### config.mk
export PLATFORM = sky130hd
export DESIGN_NAME = irq_vector_unit
export DESIGN_NICKNAME = d
export VERILOG_FILES = /design/src/rtl/ivu_pkg.sv /design/src/rtl/ivu_arbiter.sv /design/src/rtl/ivu_vec_gen.sv /design/src/rtl/ivu_ctx_track.sv /design/src/rtl/irq_vector_unit.sv
export SDC_FILE = /design/constraint.sdc
export NUM_CORES = 1
export LEC_CHECK = 0
export ABC_AREA = 0
export BUFFER_PORTS_ARGS = -buffer_cell sky130_fd_sc_hd__buf_4
export CORE_ASPECT_RATIO = 0.9
export CORE_MARGIN = 2
export CORE_UTILIZATION = 40
export DETAILED_ROUTE_END_ITERATION = 7
export GPL_TIMING_DRIVEN = 0
export PLACE_DENSITY_LB_ADDON = 0.3
export SYNTH_ARGS = -nofsm -noshare
export SYNTH_HDL_FRONTEND = slang
export SYNTH_SLANG_ARGS = --single-unit
### constraint.sdc
create_clock -name clk -period 5.43 [get_ports clk]
set_input_delay 1.3575 -clock clk [delete_from_list [all_inputs] [get_ports clk]]
set_output_delay 1.3575 -clock clk [all_outputs]
set_load 0.05 [all_outputs]
### src/rtl/ivu_pkg.sv
package ivu_pkg;
   typedef enum logic [1:0] {
      CTX_MAIN = 2'b00,
      CTX_ALT  = 2'b01,
      CTX_FAST = 2'b10
   } ctx_e;

   typedef enum logic [1:0] {
      WIN_NONE = 2'b00,
      WIN_NRM  = 2'b01,
      WIN_FST  = 2'b10
   } win_e;
endpackage

### src/rtl/ivu_arbiter.sv
module ivu_arbiter
   import ivu_pkg::*;
#(
   parameter bit FAST_PREEMPT = 1'b1
) (
   input  logic boundary,
   input  logic exit_req,
   input  logic nrm_req,
   input  logic nrm_en,
   input  logic fst_req,
   input  logic fst_en,
   input  logic nrm_busy,
   input  logic fst_busy,
   output win_e win
);
   logic open_slot;
   logic fst_ok;
   logic nrm_ok;

   assign open_slot = boundary && !exit_req;

   generate
      if (FAST_PREEMPT) begin : g_preempt
         assign fst_ok = !fst_busy;
      end else begin : g_no_preempt
         assign fst_ok = !fst_busy && !nrm_busy;
      end
   endgenerate

   assign nrm_ok = !fst_busy && !nrm_busy;

   always_comb begin
      win = WIN_NONE;
      if (open_slot) begin
         if (fst_req && fst_en && fst_ok)
            win = WIN_FST;
         else if (nrm_req && nrm_en && nrm_ok)
            win = WIN_NRM;
      end
   end
endmodule

### src/rtl/ivu_vec_gen.sv
module ivu_vec_gen
   import ivu_pkg::*;
#(
   parameter int unsigned ADDR_W    = 32,
   parameter int unsigned VEC_W     = 7,
   parameter int unsigned NRM_AUTO  = 16,
   parameter int unsigned FST_AUTO  = 17,
   parameter bit          ADD_STYLE = 1'b0
) (
   input  win_e              win,
   input  logic              nrm_vld,
   input  logic [VEC_W-1:0]  nrm_vec,
   input  logic              fst_vld,
   input  logic [VEC_W-1:0]  fst_vec,
   input  logic [ADDR_W-1:0] base,
   output logic [ADDR_W-1:0] addr
);
   localparam int unsigned OFS_W = VEC_W + 2;
   localparam logic [VEC_W-1:0] NRM_AV = VEC_W'(NRM_AUTO);
   localparam logic [VEC_W-1:0] FST_AV = VEC_W'(FST_AUTO);

   logic [VEC_W-1:0]  sel_vec;
   logic [ADDR_W-1:0] offset;

   always_comb begin
      case (win)
         WIN_FST: sel_vec = fst_vld ? fst_vec : FST_AV;
         WIN_NRM: sel_vec = nrm_vld ? nrm_vec : NRM_AV;
         default: sel_vec = '0;
      endcase
   end

   assign offset = {{(ADDR_W-OFS_W){1'b0}}, sel_vec, 2'b00};

   generate
      if (ADD_STYLE) begin : g_adder
         assign addr = base + offset;
      end else begin : g_merge
         assign addr = base | offset;
      end
   endgenerate
endmodule

### src/rtl/ivu_ctx_track.sv
module ivu_ctx_track
   import ivu_pkg::*;
(
   input  logic clk,
   input  logic rst_n,
   input  win_e win,
   input  logic exit_req,
   output logic nrm_busy,
   output logic fst_busy,
   output ctx_e ctx
);
   always_ff @(posedge clk or negedge rst_n) begin
      if (!rst_n) begin
         nrm_busy <= 1'b0;
         fst_busy <= 1'b0;
      end else begin
         if (exit_req) begin
            if (fst_busy)
               fst_busy <= 1'b0;
            else
               nrm_busy <= 1'b0;
         end
         if (win == WIN_FST)
            fst_busy <= 1'b1;
         else if (win == WIN_NRM)
            nrm_busy <= 1'b1;
      end
   end

   always_comb begin
      if (fst_busy)
         ctx = CTX_FAST;
      else if (nrm_busy)
         ctx = CTX_ALT;
      else
         ctx = CTX_MAIN;
   end
endmodule

### src/rtl/irq_vector_unit.sv
module irq_vector_unit
   import ivu_pkg::*;
#(
   parameter int unsigned          ADDR_W       = 32,
   parameter int unsigned          VEC_W        = 7,
   parameter int unsigned          NRM_AUTO     = 16,
   parameter int unsigned          FST_AUTO     = 17,
   parameter logic [ADDR_W-1:0]    RESET_BASE   = 32'h0000_0400,
   parameter bit                   ADD_STYLE    = 1'b0,
   parameter bit                   FAST_PREEMPT = 1'b1
) (
   input  logic              clk,
   input  logic              rst_n,
   input  logic              base_wr,
   input  logic [ADDR_W-1:0] base_wdata,
   input  logic              insn_boundary,
   input  logic              hnd_exit,
   input  logic              nrm_req,
   input  logic              nrm_en,
   input  logic              nrm_vec_vld,
   input  logic [VEC_W-1:0]  nrm_vec,
   input  logic              fst_req,
   input  logic              fst_en,
   input  logic              fst_vec_vld,
   input  logic [VEC_W-1:0]  fst_vec,
   output logic              take,
   output logic [ADDR_W-1:0] vec_addr,
   output logic [1:0]        ctx_sel
);
   localparam int unsigned NUM_VEC = 1 << VEC_W;
   localparam int unsigned ALIGN   = VEC_W + 2;
   localparam logic [ADDR_W-1:0] ALIGN_MASK = {{(ADDR_W-ALIGN){1'b1}}, {ALIGN{1'b0}}};

   initial begin
      assert (ADDR_W > ALIGN)
         else $error("ADDR_W must exceed the table span width");
      assert (NRM_AUTO < NUM_VEC && FST_AUTO < NUM_VEC)
         else $error("autovector outside the table");
      assert (NRM_AUTO != FST_AUTO)
         else $error("autovectors must differ");
      assert ((RESET_BASE & ~ALIGN_MASK) == '0)
         else $error("RESET_BASE not aligned to the table span");
   end

   win_e              win;
   logic              nrm_busy;
   logic              fst_busy;
   ctx_e              ctx;
   logic [ADDR_W-1:0] base_q;
   logic [ADDR_W-1:0] next_addr;

   ivu_arbiter #(.FAST_PREEMPT(FAST_PREEMPT)) u_arb (
      .boundary (insn_boundary),
      .exit_req (hnd_exit),
      .nrm_req  (nrm_req),
      .nrm_en   (nrm_en),
      .fst_req  (fst_req),
      .fst_en   (fst_en),
      .nrm_busy (nrm_busy),
      .fst_busy (fst_busy),
      .win      (win)
   );

   ivu_vec_gen #(
      .ADDR_W    (ADDR_W),
      .VEC_W     (VEC_W),
      .NRM_AUTO  (NRM_AUTO),
      .FST_AUTO  (FST_AUTO),
      .ADD_STYLE (ADD_STYLE)
   ) u_vec (
      .win     (win),
      .nrm_vld (nrm_vec_vld),
      .nrm_vec (nrm_vec),
      .fst_vld (fst_vec_vld),
      .fst_vec (fst_vec),
      .base    (base_q),
      .addr    (next_addr)
   );

   ivu_ctx_track u_ctx (
      .clk      (clk),
      .rst_n    (rst_n),
      .win      (win),
      .exit_req (hnd_exit),
      .nrm_busy (nrm_busy),
      .fst_busy (fst_busy),
      .ctx      (ctx)
   );

   always_ff @(posedge clk or negedge rst_n) begin
      if (!rst_n) begin
         base_q   <= RESET_BASE;
         take     <= 1'b0;
         vec_addr <= '0;
      end else begin
         if (base_wr)
            base_q <= base_wdata & ALIGN_MASK;
         take <= (win != WIN_NONE);
         if (win != WIN_NONE)
            vec_addr <= next_addr;
      end
   end

   assign ctx_sel = ctx;
endmodule

# ---- After elaboration in Yosys (flattened, before gate mapping)
# Index checks and enable logic that the tools add are counted.
dict set report word_totals {
  register_bits 58
  output_inout_bits 35
  word_cells 33
}
dict set report op_classes {
  eq_ne 2
  mux 14
  bitwise_logic 1
  n_reduce_logical 11
}
# operator n
set ops {}
lappend ops {{$or A32 B9 Y32} 1}
lappend ops {{$mux W7} 2}
lappend ops {{$pmux W7 S2} 1}
lappend ops {{$mux W1} 8}
lappend ops {{$logic_and A1 B1 Y1} 6}
lappend ops {{$mux W2} 3}
lappend ops {{$reduce_bool A2 Y1} 2}
lappend ops {{$logic_not A1 Y1} 3}
lappend ops {{$eq A2 B1 Y1 const B} 1}
lappend ops {{$eq A2 B2 Y1 const B} 1}

# ---- Logic depth before layout (Yosys ltp)
# Gate-level depths: netlist of the first run.
dict set report depth {
  ltp_word 9
  depth_mapped 8
}

# ---- By module
# Synthesis of the first run repeated with hierarchy kept, for this count alone.
dict set report unflattened {
  hier_cells 177
  hier_area_um2 2583.7
}
# module n_inst cells_per_inst area_per_inst_um2 seq_area_each_um2
set by_module_without_submodules {}
lappend by_module_without_submodules {irq_vector_unit 1 119 2097.0 1402.6}
lappend by_module_without_submodules {ivu_vec_gen 1 44 356.6 0.0}
lappend by_module_without_submodules {ivu_ctx_track 1 9 95.1 50.0}
lappend by_module_without_submodules {ivu_arbiter 1 5 35.0 0.0}

# ---- Least setup slack after synthesis of the first run
# Ideal clock, no wire load.
dict set report synth_timing {
  path_kind {input-to-reg}
  start {input port hnd_exit}
  end {register vec_addr[10]}
  setup_time_ns 0.125
  arrival_ns 2.539
  slack_ns 2.766
  cell_stages 6
  path_buffers 1
  cell_sequence {nor2_2 nand2_1 or3_1 ha_1 buf_6 mux2_2}
}
dict set report synth_via {
  elab_chain_cells 4
}
# item line_no
set synth_rtl {}
lappend synth_rtl {{start, declared} irq_vector_unit.sv:17} ;# input logic hnd_exit,
lappend synth_rtl {{$logic_not A1 Y1} ivu_arbiter.sv:20} ;# assign open_slot = boundary && !exit_req;
lappend synth_rtl {{$logic_and A1 B1 Y1} ivu_arbiter.sv:20}
lappend synth_rtl {{$mux W2} ivu_arbiter.sv:34} ;# if (open_slot) begin
lappend synth_rtl {{$reduce_bool A2 Y1} irq_vector_unit.sv:99} ;# if (win != WIN_NONE)
lappend synth_rtl {{end signal, assigned} irq_vector_unit.sv:100} ;# vec_addr <= next_addr;
lappend synth_rtl {{end, declared} irq_vector_unit.sv:27} ;# output logic [ADDR_W-1:0] vec_addr,
# No other way between the ends.
# A chain may end at the register's enable or synchronous reset.

# ---- Worst setup path in the final report of the first run
dict set report layout_timing {
  start {input port hnd_exit}
  end {register vec_addr[18]}
}
# Same word-level chain as after synthesis.

==> summary.txt, run 1 <==
number of synthesized register bits - 56
unrepaired setup endpoints after global routing - false
Total Power - 1220 uW
FP Rows - 26
share of cells above drive strength 1 - 0.602
# fillers - 485
number of nets in the layout - 305
Clock transition at path regs - 0.09 ns
setup TNS - 0 ns
Resized cells post-CTS - 0
sequential share of the synthesized area - 0.613
CP max FO - 10
Max Clk Rate - 0.390 GHz
most frequent cells in the layout - buf_4 (84), dfrtp_1 (55), mux2_2 (46), nand2_1 (10), o21ai_0 (7)
yosys warns - 0
Arrival @ worst endpoint - 2.75 ns
Core ar. - 5600 um^2
Clock Latency Late Sink - 0.30 ns
multi-input logic area - 782 um^2
post-CTS setup buffer count - 0
area growth from synthesis to layout - 36.1%
DR iter-0 viols - 52
CTS tree - yes
number of global-route vias before repair - 1487
Avg Inst Size Synth - 14.6 um^2
Worst R2R Start - u_ctx.fst_busy$_DFFE_PN0P_
Setup crit end - vec_addr[18]$_DFFE_PN0P_
final hold vios - 0
routed length per instance - 13.4 um
Routed Wire Length - 4230 um
drt pass-1 iters - 3
GRT Util Overall - 0.138
Max-Cap Viols - 0
Reg2Reg Depth - 6
cts hold-fix bufs - 0
first-pass GRT wire length - 6880 um
worst min path class - register to register
largest net degree at the start of global routing - 57
total I/O pin count - 92
via count - 1502
Synth cell types - 25
Tcrit/Tclk final - 0.472
Syn Inst Count - 157
Storage cell area - 1400 um^2
Worst VDD drop - 0.200 mV
htree depth - 2
antenna cell count - 0
Worst Skew - 0.00874 ns
GP Congestion - 0.716
r2r setup slk - 3.57 ns
crit end category - register
leakage - 0.00149 uW
vias per cell - 4.75
most common cell after layout, fill and taps aside - buf_4
Synth Cell Area - 2290 um^2
Critical Path RT - 5.61 ns
min Tclk post-route - 2.56 ns
Final Max Tran Viols - 0
CP Launch Point - hnd_exit
clk root buf - clkbuf_8
top cell type's share of synthesized area - 0.602
Num CTS Buffers - 5
main area contributors after synthesis - dfrtp_1 (60%), mux2_2 (23%), buf_6 (2.5%)
Max clock buf depth - 2
initial antenna violation count - 0
Die Wd - 83.7 um
Post-route DRC - 0
grt ovf - 0
Finish-stage setup viols - 0
clock net sink count - 56
crit path kind - input pin to register
Die ar. - 6340 um^2
Slew @ Worst Pin - 0.687 ns
Die H - 75.7 um
status - finished clean
startpoint types - input pin
cell area power density - 391 nW/um^2
r2r endpoint - vec_addr[18]$_DFFE_PN0P_
DP HPWL - 3130 um
Initial Utilization - 0.409
Antenna Nets Post-Route - 0
Slew Limit Headroom - 0.542
IO Port Bufs - 80
post-synth top area cell - dfrtp_1
-- kinds of logic (layout without fill, tap and decap cells) --
kind of cell / count (synthesis) / count (layout) / synth area share
AO/OA/AOI/OAI: 17 / 17 / 0.0514
adder cells (fa/ha/maj): 3 / 3 / 0.0164
buffers and inverters: 14 / 102 / 0.0465
flip-flops: 56 / 56 / 0.613
multiplexers: 46 / 46 / 0.226
other: 1 / 2 / 0.00164
AND/OR/NAND/NOR: 20 / 20 / 0.0443
-- sequential cells by signal, summed over array words and instances, names as in the netlist --
signal	cells
base_q	23
take	1
u_ctx.nrm_busy	1
vec_addr	30
u_ctx.fst_busy	1
-- synth_stat cells (all sizes together) --
master and count:
a21o 1, a22oi 2, a32oi 5, and2 1, and2b 1, buf 10, conb 1, dfrtp 55
dfstp 1, ha 3, inv 4, mux2 46, nand2 10, nand2b 2, nand3 1, nand4 1
nor2 1, nor3 1, o21ai 9, or2b 1, or3 1
-- worst min-delay path by stage --
stage / startpoint / end / slack, ns / cells past startpoint
final: vec_addr[7]$_DFFE_PN0P_ / vec_addr[7]$_DFFE_PN0P_ / 0.50 / 2
after global routing: base_q[11]$_DFFE_PN0P_ / base_q[11]$_DFFE_PN0P_ / 0.53 / 1
after CTS: vec_addr[7]$_DFFE_PN0P_ / vec_addr[7]$_DFFE_PN0P_ / 0.50 / 2
after detailed placement: vec_addr[7]$_DFFE_PN0P_ / vec_addr[7]$_DFFE_PN0P_ / 0.48 / 2
after global placement: vec_addr[3]$_DFFE_PN0P_ / vec_addr[3]$_DFFE_PN0P_ / 0.47 / 2
after floorplan: base_q[11]$_DFFE_PN0P_ / base_q[11]$_DFFE_PN0P_ / 0.48 / 1
-- critical path, cell delays in order --
cell and delay, ns:
buf_4 0.11, nor2_2 0.09, nand2_1 0.07, or3_1 0.38, ha_1 0.29, buf_6 0.18
mux2_2 0.27
-- routing by layer --
metal  routed length (um)  vias to the layer above  GRT usage
met3                  338                        2     0.0488
met1                 1940                      729      0.173
li1                     -                      715          -
met2                 1940                       56      0.230
met4                   17                        0     0.0430
met5                    0                        -          0
-- power breakdown --
part,leakage [uW],total (uW),internal [uW],switching (uW)
sequential,0.000680,519,485,34.2
clock,0.0000654,307,184,123
combinational,0.000746,392,146,246
total,0.00149,1220,815,403
-- metrics by stage --
step	util	hold WS, ns	setup slack (ns)	cells	cell area [um^2]
final	0.556	0.499	2.87	316	3110
after global routing	0.556	0.528	2.79	316	3110
after CTS	0.556	0.501	2.87	316	3110
after detailed placement	0.532	0.479	2.53	308	2980
after global placement	0.532	0.467	2.56	308	2980
after floorplan	-	0.477	2.77	158	2290
-- area by class of cell --
class / instances / area share
inverters: 4 / 0.00483
multi-input cells: 88 / 0.251
clock buffers: 6 / 0.0233
plain buffers: 10 / 0.0294
clock inverters: 2 / 0.0193
well taps: 70 / 0.0281
repair buffers: 80 / 0.193
flip-flops and latches: 56 / 0.451
Power figures use the tool's default switching activity.
==> run 2, diff against run 1 <==
Settings changed: ABC_AREA 0 to 1.
Clock period 5.43 ns to 2.6 ns, I/O delays scaled along.
==> run 2 against run 1 <==
Effect of this change:
- final area grew 1.2%
- non-clock buffer count increased by 5
- sequential power is 100% higher
- sequential share of layout area decreased by 0.54 points
- die area is 3.3% higher
- synthesized area increased by 3.5%
- wire length is 22% higher
- critical path depth fell by 5
- sequential cell count did not move
- clock skew is 0.0028 ns higher
- hold slack got worse by 0.13 ns
- largest cell class unchanged
- largest power group unchanged
==> summary.txt, run 2 <==
main area contributors after synthesis - dfrtp_1 (58%), nand2_1 (13%), o21ai_1 (7.8%)
Cell Area, Placed - 3050 um^2
Clock transition at path regs - 0.11 ns
total I/O pin count - 92
count leader, synth - nand2_1
P_sw - 869 uW
sequential share of the synthesized area - 0.592
antenna cell count - 0
drt pass-1 iters - 4
Core ar. - 5690 um^2
Antenna Nets Post-Route - 0
most frequent cells in the layout - nand2_1 (85), buf_4 (85), dfrtp_1 (55), o21ai_1 (37), inv_1 (33)
number of global-route vias before repair - 1992
Slew @ Worst Pin - 0.702 ns
post-CTS setup buffer count - 0
min Tclk post-route - 1.71 ns
area growth from synthesis to layout - 33.0%
clk root buf - clkbuf_8
crit-path cells - buf_4 -> buf_4
setup TNS - 0 ns
unrepaired setup endpoints after global routing - false
DR iter-0 viols - 80
startpoint types - register
htree depth - 2
crit path kind - register to output pin
Hold Slack - 0.372 ns
GP Congestion - 0.794
share of cells above drive strength 1 - 0.302
Synth cell types - 16
Max Clk Rate - 0.584 GHz
CP bufs+invs - 2
Worst Skew - 0.0116 ns
worst min path class - input pin to asynchronous set/reset pin
via count - 1946
grt ovf - 0
crit end category - output pin
Routed Wire Length - 5170 um
max reg flops - 30
Resized cells post-CTS - 0
Post-synth EDFFs - 0
top cell type's share of synthesized area - 0.581
Worst VDD drop - 0.390 mV
Tcrit/Tclk final - 0.658
Syn Inst Count - 260
GRT Util Overall - 0.164
combinational fraction of design power - 0.323
status - finished clean
number of nets in the layout - 407
Initial Utilization - 0.416
largest net degree at the start of global routing - 57
CP max FO - 5
Largest delay share family, worst path - flip-flops
first-pass GRT wire length - 8740 um
Num CTS Buffers - 5
routed length per instance - 12.4 um
Post-synth top cells - nand2_1 (85), dfrtp_1 (55), o21ai_1 (37), inv_1 (33), nand3_1 (12)
Max clock buf depth - 2
vias per cell - 4.66
Biggest register - vec_addr
CP most frequent cell - buf_4
Avg Inst Size Synth - 9.10 um^2
cts hold-fix bufs - 0
DP HPWL - 3770 um
Max-Cap Viols - 0
IO Port Bufs - 79
FP Rows - 26
Critical Path RT - 1.95 ns
ys async rst share - 1.00
ys flop type - dfrtp_1
Seq pwr share - 0.457
initial antenna violation count - 0
Finish-stage setup viols - 0
Die H - 77.0 um
cell area power density - 732 nW/um^2
Slew Limit Headroom - 0.532
Top Registers - vec_addr x30, base_q x23
post-synth top area cell - dfrtp_1
final hold vios - 0
clock net sink count - 56
CP max-delay cell - dfrtp_1
P_int - 1440 uW
Arrival @ worst endpoint - 1.06 ns
Clock Latency Late Sink - 0.31 ns
number of synthesized register bits - 56
maximum cell stage delay along the critical path - 0.43 ns
Sw Share - 0.377
Synth Cell Area - 2370 um^2
# fillers - 547
Die ar. - 6550 um^2
clock network power share - 0.220
CTS tree - yes
Post-route DRC - 0
Final Max Tran Viols - 0
leakage - 0.00172 uW
yosys warns - 0
Final Instance Area - 3150 um^2
Die Wd - 85.1 um
-- run 2: cell count changes after synthesis, sizes merged, moves of 2 or more --
cell and delta:
nand2b -2, nand3 +11, o21ai +39, a32oi -5, inv +29, buf +6
nand2 +75, nor2 +2, a22oi -2, mux2 -46
-- run 2: layout make-up --
cell class | count | area [um^2] | area share
buffer | 16 | 145 | 0.0461
clock buffer | 5 | 68.8 | 0.0219
clock inverter | 3 | 28.8 | 0.00914
inverter | 33 | 124 | 0.0393
multi-input combinational | 156 | 699 | 0.222
sequential | 56 | 1400 | 0.445
tap | 70 | 87.6 | 0.0278
timing repair buffer | 79 | 593 | 0.188
-- run 2: cells by family (layout without fill, tap and decap cells) --
kind of cell	Yosys count	in the layout	synth area share
buffers and inverters	49	136	0.114
adder cells (fa/ha/maj)	3	3	0.0159
AND/OR/NAND/NOR	103	103	0.175
flip-flops	56	56	0.592
AO/OA/AOI/OAI	48	48	0.101
other	1	2	0.00158
-- run 2: stage by stage --
step,instances,setup WS [ns],util,total power [uW]
after floorplan,261,0.880,-,1550
after global placement,410,0.672,0.536,1810
after detailed placement,410,0.602,0.536,1830
after CTS,418,0.878,0.553,2340
after global routing,418,0.808,0.553,2440
final,418,0.889,0.553,2310
-- run 2: power by group through the flow --
stage | clock network (uW) | logic [uW] | registers (uW)
global route | 566 | 797 | 1070
CTS | 531 | 754 | 1060
detailed placement | 0 | 754 | 1070
floorplan | 0 | 166 | 1380
global placement | 0 | 739 | 1070
finish | 506 | 745 | 1050
-- run 2: path summary, 6_finish.rpt --
check                                           start                  endpoint  slack, ns  depth (start not counted)
hold / removal                                  rst_n  vec_addr[24]$_DFFE_PN0P_       0.37                          1
min in group clk              vec_addr[2]$_DFFE_PN0P_   vec_addr[2]$_DFFE_PN0P_       0.49                          2
setup / recovery           u_ctx.fst_busy$_DFFE_PN0P_                ctx_sel[1]       0.89                          2
setup reg to reg           u_ctx.fst_busy$_DFFE_PN0P_   vec_addr[9]$_DFFE_PN0P_       1.04                          7
hold reg to reg               vec_addr[2]$_DFFE_PN0P_   vec_addr[2]$_DFFE_PN0P_       0.49                          2
max in group asynchronous                       rst_n   vec_addr[7]$_DFFE_PN0P_       1.75                          1
-- run 2: layer usage --
layer | share of wire | routed length (um) | track usage
met5 | 0 | 0 | 0
met4 | 0.013 | 65 | 0.0476
met3 | 0.056 | 288 | 0.0452
met2 | 0.50 | 2590 | 0.284
met1 | 0.43 | 2220 | 0.199
